**src/rtl/fsched_pkg.sv**
```systemverilog
package fsched_pkg;

  // Number of serial clock cycles let through after each frame sync.
  localparam int unsigned BURST_LEN = 32;

  typedef enum logic {
    KIND_DATA = 1'b0,
    KIND_CTRL = 1'b1
  } frame_kind_e;

  // Distance from a data sync to the control sync of the same interval.
  function automatic int unsigned ctl_offset(input int unsigned period, input logic late);
    return late ? (period / 4) : (period / 2);
  endfunction

endpackage

```
**src/rtl/fsched_timer.sv**
```systemverilog
module fsched_timer #(
  parameter int unsigned PERIOD = 256,
  localparam int unsigned PW = $clog2(PERIOD)
) (
  input  logic          clk,
  input  logic          rst_n,
  output logic [PW-1:0] phase,
  output logic          data_start
);

  localparam logic [PW-1:0] LAST = PW'(PERIOD - 1);

  // Reset parks at LAST so the first edge after release lands on phase 0.
  always_ff @(posedge clk or negedge rst_n) begin
    if (!rst_n)              phase <= LAST;
    else if (phase == LAST)  phase <= '0;
    else                     phase <= phase + 1'b1;
  end

  assign data_start = rst_n && (phase == '0);

endmodule

```
**src/rtl/fsched_slot.sv**
```systemverilog
module fsched_slot
  import fsched_pkg::*;
#(
  parameter int unsigned PERIOD = 256,
  localparam int unsigned PW = $clog2(PERIOD)
) (
  input  logic          clk,
  input  logic          rst_n,
  input  logic [PW-1:0] phase,
  input  logic          data_start,
  input  logic          auto_ctl,
  input  logic          ctl_req,
  input  logic          late_pos,
  output logic          ctl_start,
  output frame_kind_e   frame_kind
);

  localparam logic [PW-1:0] OFF_MID  = PW'(ctl_offset(PERIOD, 1'b0));
  localparam logic [PW-1:0] OFF_LATE = PW'(ctl_offset(PERIOD, 1'b1));

  logic        armed_q;
  logic        late_q;
  frame_kind_e kind_q;
  logic [PW-1:0] slot_off;

  assign slot_off  = late_q ? OFF_LATE : OFF_MID;
  assign ctl_start = armed_q && (phase == slot_off);

  // Capture all choices at the data-frame start; disarm once the slot is used.
  always_ff @(posedge clk or negedge rst_n) begin
    if (!rst_n) begin
      armed_q <= 1'b0;
      late_q  <= 1'b0;
      kind_q  <= KIND_DATA;
    end else if (data_start) begin
      armed_q <= auto_ctl | ctl_req;
      late_q  <= late_pos;
      kind_q  <= KIND_DATA;
    end else if (ctl_start) begin
      armed_q <= 1'b0;
      kind_q  <= KIND_CTRL;
    end
  end

  always_comb begin
    if (data_start)     frame_kind = KIND_DATA;
    else if (ctl_start) frame_kind = KIND_CTRL;
    else                frame_kind = kind_q;
  end

endmodule

```
**src/rtl/fsched_gate.sv**
```systemverilog
module fsched_gate
  import fsched_pkg::*;
(
  input  logic clk,
  input  logic rst_n,
  input  logic fsync,
  input  logic data_start,
  input  logic burst_mode,
  output logic burst_q,
  output logic sclk_en,
  output logic sclk_o
);

  localparam int unsigned CW = $clog2(BURST_LEN);

  logic [CW-1:0] left_q;
  logic          en_lat;

  always_ff @(posedge clk or negedge rst_n) begin
    if (!rst_n) begin
      left_q  <= '0;
      burst_q <= 1'b0;
    end else begin
      if (fsync)              left_q <= CW'(BURST_LEN - 1);
      else if (left_q != '0)  left_q <= left_q - 1'b1;
      if (data_start)         burst_q <= burst_mode;
    end
  end

  assign sclk_en = !burst_q || fsync || (left_q != '0);

  // Enable moves only while clk is low, so the AND below cannot glitch.
  always_ff @(negedge clk or negedge rst_n) begin
    if (!rst_n) en_lat <= 1'b1;
    else        en_lat <= sclk_en;
  end

  assign sclk_o = clk & en_lat;

endmodule

```
**src/rtl/frame_sched.sv**
```systemverilog
module frame_sched
  import fsched_pkg::*;
#(
  parameter int unsigned PERIOD = 256
) (
  input  logic clk,
  input  logic rst_n,
  input  logic auto_ctl,
  input  logic ctl_req,
  input  logic late_pos,
  input  logic burst_mode,
  output logic sclk_o,
  output logic sclk_en,
  output logic fsync,
  output logic frame_kind
);

  localparam int unsigned PW = $clog2(PERIOD);

  logic [PW-1:0] phase;
  logic          data_start;
  logic          ctl_start;
  logic          burst_q;
  frame_kind_e   kind;

  fsched_timer #(.PERIOD(PERIOD)) u_timer (
    .clk        (clk),
    .rst_n      (rst_n),
    .phase      (phase),
    .data_start (data_start)
  );

  fsched_slot #(.PERIOD(PERIOD)) u_slot (
    .clk        (clk),
    .rst_n      (rst_n),
    .phase      (phase),
    .data_start (data_start),
    .auto_ctl   (auto_ctl),
    .ctl_req    (ctl_req),
    .late_pos   (late_pos),
    .ctl_start  (ctl_start),
    .frame_kind (kind)
  );

  assign fsync      = data_start | ctl_start;
  assign frame_kind = kind;

  fsched_gate u_gate (
    .clk        (clk),
    .rst_n      (rst_n),
    .fsync      (fsync),
    .data_start (data_start),
    .burst_mode (burst_mode),
    .burst_q    (burst_q),
    .sclk_en    (sclk_en),
    .sclk_o     (sclk_o)
  );

endmodule

```
**config.mk**
```make
export PLATFORM = sky130hd
export DESIGN_NAME = frame_sched
export DESIGN_NICKNAME = d
export VERILOG_FILES = /design/src/rtl/fsched_pkg.sv /design/src/rtl/fsched_timer.sv /design/src/rtl/fsched_slot.sv /design/src/rtl/fsched_gate.sv /design/src/rtl/frame_sched.sv
export SDC_FILE = /design/constraint.sdc
export NUM_CORES = 1
export LEC_CHECK = 0
export ABC_AREA = 1
export BUFFER_PORTS_ARGS = -buffer_cell sky130_fd_sc_hd__buf_2
export CORE_MARGIN = 2
export CORE_UTILIZATION = 45
export CTS_BUF_LIST = sky130_fd_sc_hd__clkbuf_2
export DETAILED_ROUTE_END_ITERATION = 6
export PLACE_DENSITY = 0.73
export SYNTH_ARGS = -nofsm -noshare
export SYNTH_HDL_FRONTEND = slang
export SYNTH_SLANG_ARGS = --single-unit
export TNS_END_PERCENT = 10
```
**constraint.sdc**
```tcl
create_clock -name clk -period 1.74 [get_ports clk]
set_input_delay 0.348 -clock clk [delete_from_list [all_inputs] [get_ports clk]]
set_output_delay 0.348 -clock clk [all_outputs]
set_load 0.05 [all_outputs]
```
## Yosys cells after proc, flatten, opt, wreduce, memory -nomap -nowiden

Cells that the tools add are included.

| storage, ports and cells | value |
|---|---|
| latch bits | 0 |
| word-level logic and storage cells | 31 |
| bits in read-only memories | 0 |
| register bits | 18 |
| bits in writable memories | 0 |
| memories | 0 |
| output and inout port bits | 4 |

| operators by class | value |
|---|---|
| add/sub/neg operators | 2 |
| multiply operators | 0 |
| reduce and logical (&&, ||, !) cells | 9 |
| div/mod/pow operators | 0 |
| muxes and demuxes | 8 |
| order comparisons | 0 |
| shift operators | 0 |
| bitwise logic cells | 3 |
| eq/ne operators | 2 |

Operator list:

| operator | count |
|---|---|
| $mux W8 | 2 |
| $mux W5 | 2 |
| $add A8 B1 Y8 const B | 1 |
| $eq A8 B8 Y1 | 1 |
| $eq A8 B8 Y1 const B | 1 |
| $logic_not A8 Y1 | 1 |
| $reduce_bool A5 Y1 | 1 |
| $sub A5 B1 Y5 const B | 1 |
| $mux W1 | 4 |
| $reduce_bool A2 Y1 | 2 |
| $logic_and A1 B1 Y1 | 2 |
| $logic_or A1 B1 Y1 | 2 |
| $or A1 B1 Y1 | 2 |
| $and A1 B1 Y1 | 1 |
| $logic_not A1 Y1 | 1 |

## Depth between registers and ports, before layout

| depth | value |
|---|---|
| depth in word-level cells | 6 |
| mapped depth | 8 |

## By module

From an unflattened synthesis, not the netlist that was laid out.

| second synthesis, totals | value |
|---|---|
| cell total of the unflattened synthesis | 119 |
| area total of the unflattened synthesis | 958.4 um^2 |

By module, submodules not included:

| module | instances | area an instance (um^2) | cells each |
|---|---|---|---|
| fsched_timer | 1 | 424.2 | 50 |
| fsched_gate | 1 | 336.6 | 39 |
| fsched_slot | 1 | 186.4 | 27 |
| frame_sched | 1 | 11.3 | 3 |

==> flow_summary.ini <==
[outcome]
status = complete, but fails checks
violations = negative setup slack

[synth]
ys.flop_type = dfstp_2
synth_edf_count = 0
synth_nets = 126
avgSynthCellArea_um2 = 8.256
yosysMostFrequentCell = nand2_1
postSynth.asyncResetShare_pct = 100.0
netlist_top_cells_area = dfstp_2 24%, dfrtp_1 23%, nand2_1 12%, inv_1 8.5%, nor2_1 4.7%
synth_area_um2 = 965.9
synth.distinct_cells = 25
syn_inst = 117
synth_seq_area_share_pct = 47.80
ys_warn_count = 0
yosysTopAreaCell = dfstp_2
yosysTopAreaCellShare_pct = 24.48
synth-seq-cells = 18
netlist_top_cells_count = 31 x nand2_1, 22 x inv_1, 12 x nor2_1

[min_path]
hold_path_depth = 3
hold_start = burst_mode
min_path_type = input port to flop
hold_end = u_gate.burst_q

[die]
die_h_um = 50.33
ios = 10
coreArea_um2 = 2002
rows = 16
die_x_um = 50.33
die_area_um2 = 2533
start_util_pct = 48.25

[clock_network]
clkTransAtPathRegs_ns = 0.16
cts_tree = built
insertion_delay_ns = 0.45

[sta]
hold_viol = 0
fin_tns_setup_ns = -2.077
worst_slew_pin_slew_ns = 0.3594
rsz0062_at_grt = true
fin_skew_ns = 0.05281
finalHoldWorstSlack_ns = 0.1280
final_max_slew_viol_count = 0
setup_violations = 6
layout_setup_ws_ns = -0.7116
slew-limit-headroom_pct = 75.95

[power_and_ir_drop]
leakagePower_nw = 0.7312
p_switching_mw = 0.5079
power.density_nw_per_um2 = 1030
internal_power_mw = 0.8568
switching_share_pct = 37.22
p_total_mw = 1.365
combinationalPowerShare_pct = 27.1
irDropWorstVdd_mv = 1.044
pwr-share-seq_pct = 37.7
power_frac_clock_pct = 35.2

[setup_path]
reg2reg_to = u_gate.en_lat
reg2reg_slack_ns = -0.27
critPathArrivalTime_ns = 2.10
reg2reg_depth = 6
max_stage_delay_ns = 0.53
worstPathCellList = nand2_2, inv_2, buf_8
startpoint_type = flop
worstPathMaxFanout = 1
end_kind = output port
r2r-start = u_timer.phase[1]
cp_data_required_time_ns = 1.39
worst-setup-path-type = flop to output port
slowest_stage = dfstp_2

[cells_and_area]
fin_cells = 184
fin_util_pct = 66.19
antenna_cells = 0
design_area_um2 = 1325
area_growth_syn_to_layout_pct = 37.18
drive_above_1_share_pct = 42.68
final_net_count = 167

[routing]
drc = 0
ant_nets = 0
post_drt_wl_per_cell_um = 11.22
drt_iter0_drc = 12
vias = 866
drtPass1Iterations = 4
via_per_inst = 4.707
drt_wl_total_um = 2065

[placed_design]
dpl_cell_area_um2 = 1237
io_buffer_count = 9
dpl.hpwl_um = 1535
dp.cells = 176
gp_congestion = 0.7671
pre_cts_ws_ns = -0.2887

[grt]
antenna_found_initial = 0
grt_use_total_pct = 20.04
grt_pass1_wl_um = 3608
grt_max_degree = 19
globalRouteOverflowTotal = 0
grt_pass1_vias = 896

[job]
maxCapViolCount = 0
==> cells by family after synthesis <==
kind of cell | Yosys count | synth area share, %
compound gates | 7 | 4.923
xor+xnor | 4 | 3.627
fa+ha+maj | 3 | 3.886
buf+inv | 24 | 9.455
flops | 18 | 47.80
simple gates | 61 | 30.31
==> cell usage in the layout, fill, tap and decap left out, drive strengths merged <==
cell type,count
o21ai,3
dfstp,9
nand3b,1
nor2,15
nand4,3
dfrtp,9
ha,3
o211ai,1
inv,23
nor3b,1
nand2,34
a21oi,2
xor2,4
dlygate4sd3,1
clkbuf,7
nand3,6
clkinv,1
buf,32
a21boi,1
nor3,1
==> metal layers <==
| layer | routed length [um] | vias to the layer above | track usage [%] |
|---|---|---|---|
| met4 | 59 | 0 | 14.86 |
| met1 | 857 | 408 | 20.35 |
| met5 | 0 | - | 0 |
| li1 | - | 432 | - |
| met2 | 1079 | 19 | 35.53 |
| met3 | 69 | 7 | 4.464 |
==> power by group through the flow <==
| stage | clock (mW) | sequential [mW] | combinational [mW] |
|---|---|---|---|
| detailed placement | 0.134 | 0.522 | 0.365 |
| global route | 0.524 | 0.522 | 0.422 |
| global placement | 0.134 | 0.518 | 0.342 |
| finish | 0.480 | 0.515 | 0.370 |
| CTS | 0.434 | 0.515 | 0.375 |
| floorplan | 0.115 | 0.519 | 0.210 |
==> worst max-delay path, delay by kind of cell, from the launching register on <==
kind / cells / cell delay [ns]
simple gates: 1 / 0.06
buf+inv: 2 / 0.19
flops: 1 / 0.53
==> registers in the layout, indices dropped and copies added, names as in the netlist <==
name / cells
u_gate.left_q: 5
u_slot.armed_q: 1
u_gate.burst_q: 1
u_slot.kind_q: 1
u_slot.late_q: 1
u_gate.en_lat: 1
u_timer.phase: 8
==> layout make-up <==
type,count,area (um^2)
Timing Repair Buffer,32,245.2
Clock inverter,2,7.507
Inverter,22,83.83
Sequential cell,18,461.7
Clock buffer,8,50.05
Tap cell,27,33.78
Fill cell,153,676.9
Multi-Input combinational cell,75,442.9
==> worst max-delay path by stage <==
| stage | from | end | slack (ns) |
|---|---|---|---|
| floorplan | u_timer.phase[0] | u_gate.en_lat | -0.82 |
| CTS | u_gate.en_lat | sclk_o | -0.68 |
| global route | u_gate.en_lat | sclk_o | -0.77 |
| finish | u_gate.en_lat | sclk_o | -0.71 |
| detailed placement | u_gate.en_lat | sclk_o | -0.29 |
| global placement | u_gate.en_lat | sclk_o | -0.28 |
==> what timing repair did <==
| action | in CTS | in global routing |
|---|---|---|
| endpoints found under the setup margin | 6 | 6 |
| buffers inserted | 0 | 0 |
| pin swaps | 1 | 4 |
| endpoints found under the hold margin | 9 | 0 |
| hold buffers | 1 | 0 |
| gates resized for setup | 10 | 4 |
Power figures use the tool's default switching activity.
